**src/rtl/mdio_pad_pkg.sv**
```systemverilog
package mdio_pad_pkg;

   // One pad drive request: enable plus level, kept together so they move as one
   typedef struct packed {
      logic en;
      logic dat;
   } pad_drv_t;

   localparam pad_drv_t PAD_RELEASED = '{en: 1'b0, dat: 1'b0};

endpackage

```
**src/rtl/mdio_sync.sv**
```systemverilog
module mdio_sync #(
   parameter int STAGES = 2
) (
   input  logic clk_i,
   input  logic rst_ni,
   input  logic d_i,
   output logic q_o
);

   if (STAGES < 2) begin : g_bad_stages
      $error("mdio_sync: STAGES must be at least 2");
   end

   logic [STAGES-1:0] chain_q;

   always_ff @(posedge clk_i or negedge rst_ni) begin
      if (!rst_ni) chain_q <= '0;
      else         chain_q <= {chain_q[STAGES-2:0], d_i};
   end

   assign q_o = chain_q[STAGES-1];

endmodule

```
**src/rtl/mdio_rise_capture.sv**
```systemverilog
module mdio_rise_capture (
   input  logic clk_i,
   input  logic rst_ni,
   input  logic mdc_s_i,
   input  logic mdio_s_i,
   output logic rise_o,
   output logic bit_o
);

   logic mdc_prev_q;
   logic rise_now;

   assign rise_now = mdc_s_i & ~mdc_prev_q;

   always_ff @(posedge clk_i or negedge rst_ni) begin
      if (!rst_ni) begin
         mdc_prev_q <= 1'b0;
         rise_o     <= 1'b0;
         bit_o      <= 1'b0;
      end else begin
         mdc_prev_q <= mdc_s_i;
         rise_o     <= rise_now;
         if (rise_now) bit_o <= mdio_s_i;
      end
   end

endmodule

```
**src/rtl/mdio_drive_delay.sv**
```systemverilog
module mdio_drive_delay
   import mdio_pad_pkg::*;
#(
   parameter int DEPTH = 2
) (
   input  logic     clk_i,
   input  logic     rst_ni,
   input  pad_drv_t req_i,
   output pad_drv_t pad_o
);

   if (DEPTH < 1) begin : g_bad_depth
      $error("mdio_drive_delay: DEPTH must be at least 1");
   end

   if (DEPTH == 1) begin : g_single
      pad_drv_t stage_q;
      always_ff @(posedge clk_i or negedge rst_ni) begin
         if (!rst_ni) stage_q <= PAD_RELEASED;
         else         stage_q <= req_i;
      end
      assign pad_o = stage_q;
   end else begin : g_chain
      pad_drv_t stage_q [DEPTH];
      always_ff @(posedge clk_i or negedge rst_ni) begin
         if (!rst_ni) begin
            for (int k = 0; k < DEPTH; k++) stage_q[k] <= PAD_RELEASED;
         end else begin
            stage_q[0] <= req_i;
            for (int k = 1; k < DEPTH; k++) stage_q[k] <= stage_q[k-1];
         end
      end
      assign pad_o = stage_q[DEPTH-1];
   end

endmodule

```
**src/rtl/mdio_pad_frontend.sv**
```systemverilog
module mdio_pad_frontend
   import mdio_pad_pkg::*;
#(
   parameter int SYNC_STAGES = 2,
   parameter int OUT_DELAY   = 2
) (
   input  logic clk_i,
   input  logic rst_ni,
   input  logic mdc_pad_i,
   input  logic mdio_pad_i,
   input  logic drv_dat_i,
   input  logic drv_en_i,
   output logic mdio_pad_o,
   output logic mdio_pad_oe_o,
   output logic mdc_rise_o,
   output logic mdio_bit_o
);

   if (SYNC_STAGES < 2) begin : g_bad_sync
      $error("mdio_pad_frontend: SYNC_STAGES must be at least 2");
   end
   if (OUT_DELAY < 1) begin : g_bad_delay
      $error("mdio_pad_frontend: OUT_DELAY must be at least 1");
   end

   logic     mdc_s;
   logic     mdio_s;
   pad_drv_t req;
   pad_drv_t pad;

   // Equal-depth chains keep the MDIO sample aligned with the MDC sample
   mdio_sync #(.STAGES(SYNC_STAGES)) u_sync_mdc (
      .clk_i  (clk_i),
      .rst_ni (rst_ni),
      .d_i    (mdc_pad_i),
      .q_o    (mdc_s)
   );

   mdio_sync #(.STAGES(SYNC_STAGES)) u_sync_mdio (
      .clk_i  (clk_i),
      .rst_ni (rst_ni),
      .d_i    (mdio_pad_i),
      .q_o    (mdio_s)
   );

   mdio_rise_capture u_capture (
      .clk_i    (clk_i),
      .rst_ni   (rst_ni),
      .mdc_s_i  (mdc_s),
      .mdio_s_i (mdio_s),
      .rise_o   (mdc_rise_o),
      .bit_o    (mdio_bit_o)
   );

   assign req.en  = drv_en_i;
   assign req.dat = drv_dat_i;

   mdio_drive_delay #(.DEPTH(OUT_DELAY)) u_delay (
      .clk_i  (clk_i),
      .rst_ni (rst_ni),
      .req_i  (req),
      .pad_o  (pad)
   );

   // Sole drivers of the pad signals
   assign mdio_pad_o    = pad.dat;
   assign mdio_pad_oe_o = pad.en;

endmodule

```
**config.mk**
```make
export PLATFORM = sky130hd
export DESIGN_NAME = mdio_pad_frontend
export DESIGN_NICKNAME = d
export VERILOG_FILES = /design/src/rtl/mdio_pad_pkg.sv /design/src/rtl/mdio_sync.sv /design/src/rtl/mdio_rise_capture.sv /design/src/rtl/mdio_drive_delay.sv /design/src/rtl/mdio_pad_frontend.sv
export SDC_FILE = /design/constraint.sdc
export NUM_CORES = 1
export LEC_CHECK = 0
export BUFFER_PORTS_ARGS = -buffer_cell sky130_fd_sc_hd__buf_2
export CORE_AREA = 5 5 42 44
export CTS_CLUSTER_SIZE = 24
export DETAILED_ROUTE_END_ITERATION = 16
export DIE_AREA = 0 0 47 49
export MAX_ROUTING_LAYER = met4
export PLACE_DENSITY_LB_ADDON = 0.08
export SETUP_SLACK_MARGIN = 0.4
export SYNTH_ARGS = -nofsm -noshare
export SYNTH_HDL_FRONTEND = slang
export SYNTH_SLANG_ARGS = --single-unit
```
**constraint.sdc**
```tcl
create_clock -name clk_i -period 1.3 [get_ports clk_i]
set_clock_uncertainty 0.15 [all_clocks]
set_input_delay 0.13 -clock clk_i [delete_from_list [all_inputs] [get_ports clk_i]]
set_output_delay 0.13 -clock clk_i [all_outputs]
set_load 0.1 [all_outputs]
```
## Word level (Yosys, flattened, before mapping)

Cells that the tools add are included.

- Bits in registers: 11

- Bitwise logic cells: 2

Operator list:

| kind | number |
|---|---|
| 1-bit AND | 1 |
| 1-bit inverter | 1 |

## Logic depth before layout (Yosys ltp)

Gate-level depths: netlist of run 1.

- Word-level depth: 2
- Gate-level depth with buffers: 2

## By module

Synthesis of run 1 repeated with hierarchy kept, for this count alone.

- Cell total of the unflattened synthesis: 15
- Area total of the unflattened synthesis: 319.1 sq um

Modules (own cells, without submodules):

| module | area an instance (sq um) | cells an instance | seq. area each (sq um) | times used |
|---|---|---|---|---|
| mdio_drive_delay | 115.1 | 6 | 100.1 | 1 |
| mdio_rise_capture | 103.8 | 5 | 75.1 | 1 |
| mdio_sync | 50.0 | 2 | 50.0 | 2 |

## Least setup slack after synthesis of run 1

No wires, ideal clock.

- Path kind: reg2reg
- Start: register u_capture.bit_o (netlist name)
- End: register u_capture.bit_o
- Buffers on the path: 0
- Data arrival time: 1.132 ns
- Setup time: 0.126 ns
- Stages on the path, launching flop included: 2
- Data required time: 1.024 ns
- Slack: -0.108 ns
- Path through: dfrtp_1 -> mux2_4

RTL lines:

| item | line | source |
|---|---|---|
| to (signal assigned) | mdio_rise_capture.sv:23 | `if (rise_now) bit_o <= mdio_s_i;` |
| to (decl) | mdio_rise_capture.sv:7 | `output logic bit_o` |

## Final worst setup path of run 1

- Start: register u_capture.bit_o
- End: output mdio_bit_o

RTL lines:

| item | line | source |
|---|---|---|
| to (decl) | mdio_pad_frontend.sv:16 | `output logic mdio_bit_o` |

No word-level cell between the ends.

==> out/metrics.csv, run 1 <==
metric,value,unit
drc,0,
clk_pin_slew,60,ps
die_area,0.002303,mm²
finalSetupViolations,0,
finalHoldViolCount,0,
cp_slowest_cell,dfrtp_4,
gr-usage-met2,6.787,%
period_minus_slack,1209,ps
clk_path_buf_depth,2,
cts_made_buffers,3,
worst_ir_drop_vdd,448.3,µV
first_pass_iters,2,
grt_max_degree,12,
avgSynthCellArea,23.39,µm²
num-fill-cells,142,
worst_path_dominant_cell_family,flip-flops,
status,"complete, no violations",
synth.cell_area,304.0,µm²
netlist_instances,13,
slowest_delay,490,ps
grt.met3_usage,3.321,%
required,1020,ps
ys_ff_latch,11,
rows,14,
worstSetupEndpointType,output pin,
cap_viol_max_count,0,
tightest_slew,240.8,ps
grt_busiest_layer,met4,
area_growth,71.19,%
crit_arrival,930,ps
cts_tree,yes,
clk_latency,270,ps
core,0.001401,mm²
dp_hpwl,324.6,µm
power_leakage,0.0002325,µW
drt_iter0_drc,1,
hold_class,in2async,
p_per_area,1446,mW/mm²
power.total,752.8,µW
maxSlewViolCount,0,
initial_core_util,21.70,%
max_freq,0.8271,GHz
rsz0062_at_grt,true,
gr-usage-met1,6.422,%
synth_cell_types,3,
io_pins,10,
startpoint_type,flop,
crit_buf_inv,1,
die_w,47,µm
drtAntennaViolNets,0,
die_y,49,µm
routed_via_density,3.489,
fin_nets,38,
seq_area_frac_synth,90.53,%
crit_type,reg2out,
antenna_found_initial,0,
wire_per_inst,9.766,µm
grt_pass1_wl,869,µm
setup_tns,0,ps
relSlewSlack,83.95,%
vias,164,
path_max_fanout,2,
grtUsageTotal,6.223,%
routed_wirelength,459,µm
gp_congestion,0.6199,
syn_nets,19,
finalCritPeriodShare,93.01,%
cts-root-buf,clkbuf_4,
drive_above_1_share,58.06,%
path_cells,buf_12,
cts_resized,0,
antenna_cells,0,
htree_num_levels,1,
port_buffers,9,
overflow,0,
grt_pass1_vias,204,
yosys_warnings,0,
numClockSinks,11,
-- path summary, 6_finish.rpt --
kind | startpoint | to | slack, ps | cells past startpoint
min | rst_ni | u_capture.bit_o | 100 | 2
max in group asynchronous | rst_ni | u_capture.rise_o | 680 | 2
max | u_capture.bit_o | mdio_bit_o | 90 | 1
min in group clk_i | u_delay.g_chain.stage_q[2] | u_delay.pad_o[0] | 200 | 0
min reg2reg | u_delay.g_chain.stage_q[2] | u_delay.pad_o[0] | 200 | 0
max reg2reg | u_capture.mdc_prev_q | u_capture.bit_o | 230 | 2
-- sequential cells by signal (all words and copies together), names as in the netlist --
signal	cells
u_sync_mdc.chain_q	2
u_sync_mdio.chain_q	2
u_delay.pad_o	2
u_delay.g_chain.stage_q	2
u_capture.mdc_prev_q	1
u_capture.bit_o	1
u_capture.rise_o	1
-- where the power goes --
part / total (µW) / leakage [µW] / switching [µW] / internal, µW
Combinational: 145 / 0.0000922 / 85.4 / 59.8
Clock: 226 / 0.0000150 / 107 / 119
Sequential: 381 / 0.000125 / 12.8 / 369
-- cells in the final DEF, fill, tap and decap left out --
master         count
clkbuf_4           3
dfrtp_4            4
buf_12             4
dfrtp_1            7
dlygate4sd3_1      5
buf_2              5
mux2_4             1
clkbuf_1           1
nor2b_4            1
-- cells in the mapped netlist --
cell type  number  share of area [%]
dfrtp_1        11                 91
mux2_4          1                4.9
nor2b_4         1                4.5
-- logic make-up after synthesis --
logic type       after synthesis  synth area share (%)
and+or+nand+nor                1                 4.526
muxes                          1                 4.937
DFF                           11                 90.53
-- metrics by stage --
stage               std cells  setup slack (ps)  utilization, %  hold slack [ps]  area (µm²)
global route               47             47.36           37.14            109.2       520.5
global placement           38             242.3           31.70           -147.7       444.2
detailed placement         38             222.0           31.70           -139.1       444.2
floorplan                  13             123.2               -           -315.6       319.1
CTS                        47             76.92           37.14            94.76       520.5
finish                     47             90.92           37.14            98.76       520.5
-- timing repair --
item | 4_1_cts | 5_1_grt
setup buffers | 0 | 0
endpoints found under the hold margin | 15 | 0
endpoints found under the setup margin | 5 | 5
hold buffers | 5 | 0
pin swaps | 0 | 0
-- area by class of cell --
class / count / area (µm²) / share of cell area [%]
Tap cell: 16 / 20.02 / 3.846
Sequential cell: 11 / 290.3 / 55.77
Timing Repair Buffer: 14 / 155.1 / 29.81
Clock buffer: 4 / 26.28 / 5.048
Multi-Input combinational cell: 2 / 28.78 / 5.529
-- layer usage --
layer	vias up	wire length (µm)
met1	75	182
li1	76	-
met3	3	51
met2	10	189
met5	-	0
met4	0	36
No activity file was read; power rests on OpenSTA's default activity.
==> inputs of run 2 (changes only) <==
--- a/config.mk
+++ b/config.mk
@@ -7,6 +7,7 @@
 export LEC_CHECK = 0
 export BUFFER_PORTS_ARGS = -buffer_cell sky130_fd_sc_hd__buf_2
 export CORE_AREA = 5 5 42 44
+export CTS_BUF_LIST = sky130_fd_sc_hd__clkbuf_8
 export CTS_CLUSTER_SIZE = 24
 export DETAILED_ROUTE_END_ITERATION = 16
 export DIE_AREA = 0 0 47 49
==> run 2 against run 1 <==
Wire length fell by 4.1%; core utilization rose by 1.3 points; critical path type unchanged; global-route usage is 0.22 points lower; register-to-register slack barely moved; first-iteration DRC count unchanged; final area up 3.6%; via count shrank 1.8%; non-clock buffer count unchanged; sequential share of layout area decreased by 1.9 points; worst setup slack better by 43 ps; power grew 13%.
==> out/metrics.csv, run 2 (synthesis results as in run 1) <==
metric,value,unit
status,"complete, no violations",
hold_class,in2async,
tightest_slew,235.2,ps
max_freq,0.8573,GHz
antenna_found_initial,0,
seqCellArea,290.3,µm²
cts_made_buffers,3,
wire_per_inst,9.362,µm
drt_iter0_drc,1,
worst_ir_drop_vdd,480.9,µV
routed_via_density,3.426,
grt_pass1_wl,862,µm
grt_pass1_vias,206,
path_cells,buf_12,
worstSetupEndpointType,output pin,
rsz0062_at_grt,true,
path_max_fanout,2,
port_buffers,9,
crit_arrival,890,ps
vias,161,
overflow,0,
stdcell_count,47,
worst_hold_slack,135.1,ps
routed_wirelength,440,µm
finalHoldViolCount,0,
clk_path_buf_depth,2,
die_y,49,µm
gp_congestion,0.6199,
htree_num_levels,1,
drive_above_1_share,58.06,%
period_minus_slack,1166,ps
num-fill-cells,138,
fin_util,38.48,%
setup_tns,0,ps
maxSlewViolCount,0,
first_pass_iters,2,
dp.cells,38,
antenna_cells,0,
slowest_delay,480,ps
core,0.001401,mm²
die_w,47,µm
relSlewSlack,84.32,%
dp_hpwl,324.6,µm
cts-root-buf,clkbuf_8,
required,1020,ps
final_cell_mix,"dfrtp_1 (7), dlygate4sd3_1 (5), buf_2 (5)",
p_per_area,1572,mW/mm²
startpoint_type,flop,
power_leakage,0.0002444,µW
io_pins,10,
grt_max_degree,12,
cap_viol_max_count,0,
crit_type,reg2out,
layout_commonest_cell,dfrtp_1,
area_growth,77.37,%
initial_core_util,21.70,%
cts_tree,yes,
cp_slowest_cell,dfrtp_4,
finalSetupViolations,0,
rows,14,
drc,0,
grtUsageTotal,6.003,%
finalCritPeriodShare,89.72,%
crit_buf_inv,1,
clk_pin_slew,50,ps
clk_latency,230,ps
fin_nets,38,
drtAntennaViolNets,0,
die_area,0.002303,mm²
worst_path_dominant_cell_family,flip-flops,
multiInputGateArea,28.78,µm²
numClockSinks,11,
==> run 2: changes by cell type in the layout (fill, tap and decap cells not counted), sizes merged <==
cell | before | now
clkbuf | 4 | 3
inv | 0 | 1
==> run 2: power by group <==
part	total [µW]	internal [µW]	switching, µW	leakage [µW]
clock network	320	206	114	0.0000269
logic	145	59.8	85.5	0.0000922
registers	383	370	12.6	0.000125
total	848	636	212	0.000244
==> run 2: worst paths after layout <==
check | start | to | slack (ps) | cells after the start
max | u_capture.bit_o | mdio_bit_o | 130 | 1
min | rst_ni | u_sync_mdio.chain_q[0] | 140 | 2
max reg2reg | u_capture.mdc_prev_q | u_capture.bit_o | 220 | 2
min reg2reg | u_delay.g_chain.stage_q[2] | u_delay.pad_o[0] | 200 | 0
max in group asynchronous | rst_ni | u_delay.pad_o[0] | 650 | 2
min in group clk_i | u_delay.g_chain.stage_q[2] | u_delay.pad_o[0] | 200 | 0
==> run 2: layout make-up <==
| type | count | area share, % |
|---|---|---|
| flip-flops and latches | 11 | 53.83 |
| clock buffers | 3 | 7.657 |
| well taps | 16 | 3.712 |
| clock inverters | 1 | 0.6961 |
| multi-input cells | 2 | 5.336 |
| repair buffers | 14 | 28.77 |
==> run 2: stage by stage <==
step	area (µm²)	worst slack (ps)	total power, µW
finish	539.3	133.6	847.7
global route	539.3	102.6	890.7
CTS	539.3	120.1	867.0
detailed placement	444.2	222.0	524.4
global placement	444.2	242.3	523.6
floorplan	319.1	123.2	463.2
==> run 2: repair_timing <==
action	4_1_cts	5_1_grt
setup buffers	0	0
setup endpoints to repair	5	5
hold buffers	5	0
endpoints found under the hold margin	15	0
resized for setup	0	0
==> run 2: metal layers <==
layer  global-route usage, %  wire, µm  vias to the layer above
li1                        -         -                       76
met2                   7.014       209                       10
met5                       -         0                        -
met1                   6.193       168                       73
met3                   3.321        46                        2
met4                   6.912        14                        0
==> inputs of run 3 (changes only) <==
--- a/config.mk
+++ b/config.mk
@@ -11,9 +11,11 @@
 export CTS_CLUSTER_SIZE = 24
 export DETAILED_ROUTE_END_ITERATION = 16
 export DIE_AREA = 0 0 47 49
+export GPL_TIMING_DRIVEN = 0
 export MAX_ROUTING_LAYER = met4
 export PLACE_DENSITY_LB_ADDON = 0.08
 export SETUP_SLACK_MARGIN = 0.4
 export SYNTH_ARGS = -nofsm -noshare
 export SYNTH_HDL_FRONTEND = slang
+export SYNTH_HIERARCHICAL = 1
 export SYNTH_SLANG_ARGS = --single-unit
==> constraint.sdc (replaced) <==
create_clock -name clk_i -period 1.51 [get_ports clk_i]
set_clock_uncertainty 0.15 [all_clocks]
set_input_delay 0.151 -clock clk_i [delete_from_list [all_inputs] [get_ports clk_i]]
set_output_delay 0.151 -clock clk_i [all_outputs]
set_load 0.1 [all_outputs]
==> run 3 against run 2 <==
Die area did not move; non-clock buffer count is 2 higher; sequential power shrank 15%; final area grew 0.70%; worst setup slack better by 190 ps; area after synthesis grew 4.9%; via count increased by 4.3%; first-iteration DRC count unchanged; global-route usage shrank 0.22 points; wire length grew 5.0%; critical path type unchanged.
==> out/metrics.csv, run 3 <==
metric,value,unit
status,"complete, no violations",
clock_power_share,37.4,%
cp_slowest_cell,dfrtp_4,
grtUsageTotal,5.788,%
numClockSinks,11,
htree_num_levels,1,
drtAntennaViolNets,0,
vias,168,
worst_path_dominant_cell_family,flip-flops,
grt_pass1_wl,807,µm
synth_compound_area_share,0,%
synth_area_leaders,"dfrtp_1 (86%), buf_4 (4.7%), mux2_4 (4.7%)",
seq_area_frac_synth,86.27,%
drc,0,
final_cell_mix,"dfrtp_1 (9), dlygate4sd3_1 (5), buf_2 (5)",
power_leakage,0.0002558,µW
area_growth,70.20,%
maxSlewViolCount,0,
path_cells,buf_12,
synth_top_cell_area_share,86.27,%
cts-root-buf,clkbuf_8,
num-fill-cells,142,
wl_met3,52,µm
routed_via_density,3.429,
tightest_slew,231.5,ps
rsz0062_at_grt,true,
grt_max_degree,12,
hold_class,in2async,
netlist_instances,15,
yosys.area_share.simple,4.314,%
path_max_fanout,2,
grt_pass1_vias,198,
drive_above_1_share,54.55,%
finalInstanceArea,543.0,µm²
syn_nets,21,
placed_area,389.1,µm²
crit_arrival,880,ps
rows,14,
worstSetupEndpointType,output pin,
port_buffers,9,
synth_cell_types,4,
yosysTopAreaCell,dfrtp_1,
die_w,47,µm
ys_ff_latch,11,
antenna_found_initial,0,
synthTopCellsByCount,"dfrtp_1 (11), buf_4 (2), mux2_4 (1), nor2b_4 (1)",
slowest_delay,480,ps
overflow,0,
p_switching,180.7,µW
synth_most_common_cell,dfrtp_1,
startpoint_type,flop,
core,0.001401,mm²
finalHoldViolCount,0,
yosys_warnings,6,
synth_top_family_by_area,buffers and inverters,
synth_edf_count,0,
finalSetupViolations,0,
crit_buf_inv,1,
io_pins,10,
initial_core_util,22.77,%
antenna_cells,0,
synthMuxAreaShare,4.706,%
crit_type,reg2out,
clk_pin_slew,50,ps
setup_tns,0,ps
multiInputGateArea,28.78,µm²
finalCritPeriodShare,78.34,%
cap_viol_max_count,0,
netSwitchingFraction,24.83,%
synth.cell_area,319.1,µm²
cts_tree,yes,
routed_wirelength,462,µm
layout_commonest_cell,dfrtp_1,
fin_util,38.75,%
routed.top_layer,met4,
synth_flop_cell,dfrtp_1,
die_y,49,µm
synthArstFlopShare,100.0,%
p_seq_share,44.7,%
wl_met2,221,µm
power.total,727.8,µW
drt-met1-wl,175,µm
cts_made_buffers,3,
clk_latency,230,ps
p_per_area,1340,mW/mm²
p_comb_share,17.8,%
required,1210,ps
synth_fa_ha_area_share,0,%
cts_setup_buffers,0,
worst_ir_drop_vdd,730.7,µV
fin_nets,40,
wire_per_inst,9.429,µm
die_area,0.002303,mm²
first_pass_iters,2,
synthXorXnorAreaFrac,0,%
seqCellArea,280.3,µm²
worst_hold_slack,159.5,ps
gp_congestion,0.5850,
clk_path_buf_depth,2,
avgSynthCellArea,21.27,µm²
period_minus_slack,1183,ps
drt_iter0_drc,1,
max_freq,0.8453,GHz
internal-power,547.2,µW
relSlewSlack,84.56,%
[run 3: cell types whose count changed after synthesis]
cell,change
buf_4,+2
[run 3: path summary, 6_finish.rpt]
path                                             from                         end  slack, ps  cells past startpoint
setup / recovery                      u_capture/bit_o                  mdio_bit_o        330                      1
hold / removal                                 rst_ni  u_delay/g_chain.stage_q[2]        160                      2
min in group clk_i         u_delay/g_chain.stage_q[2]            u_delay/pad_o[0]        200                      0
setup reg to reg                 u_capture/mdc_prev_q             u_capture/bit_o        440                      2
max in group asynchronous                      rst_ni             u_capture/bit_o        830                      2
hold reg to reg            u_delay/g_chain.stage_q[2]            u_delay/pad_o[0]        200                      0
[run 3: kinds of logic (layout without fill, tap and decap cells)]
| group | after synthesis | count (layout) |
|---|---|---|
| buf+inv | 2 | 20 |
| mux | 1 | 1 |
| simple gates | 1 | 1 |
| flops | 11 | 11 |
[run 3: final cells by class]
cell class,count,area share [%]
clock inverter,1,0.6912
multi-input combinational,2,5.300
timing repair buffer,14,26.96
sequential,11,51.61
tap,16,3.687
clock buffer,3,7.604
buffer,2,4.147
[run 3: through the flow]
step | setup slack (ps) | std cells
after floorplan | 333.2 | 15
after global placement | 406.0 | 40
after detailed placement | 405.1 | 40
after CTS | 316.1 | 49
after global routing | 304.7 | 49
final | 327.0 | 49
[run 3: repair_timing]
item,in CTS,in global routing
endpoints found under the setup margin,4,5
gates resized for setup,16,0
hold buffers,5,0
hold endpoints to repair,15,0
[run 3: worst register-to-register path, cell delays in order (launching register included)]
cell	delay [ps]
dfrtp_1	380
nor2b_4	120
mux2_4	300
[run 3: metal layers]
layer | global-route usage (%) | up-vias
met5 | - | -
met4 | 6.912 | 0
met3 | 4.428 | 2
li1 | - | 79
met1 | 5.287 | 78
met2 | 6.561 | 9
[run 3: power by group through the flow]
stage / sequential [µW] / combinational, µW / clock [µW]
global route: 327 / 135 / 304
finish: 326 / 130 / 272
detailed placement: 326 / 94.5 / 0
global placement: 326 / 93.8 / 0
CTS: 326 / 131 / 284
floorplan: 366 / 33.9 / 0
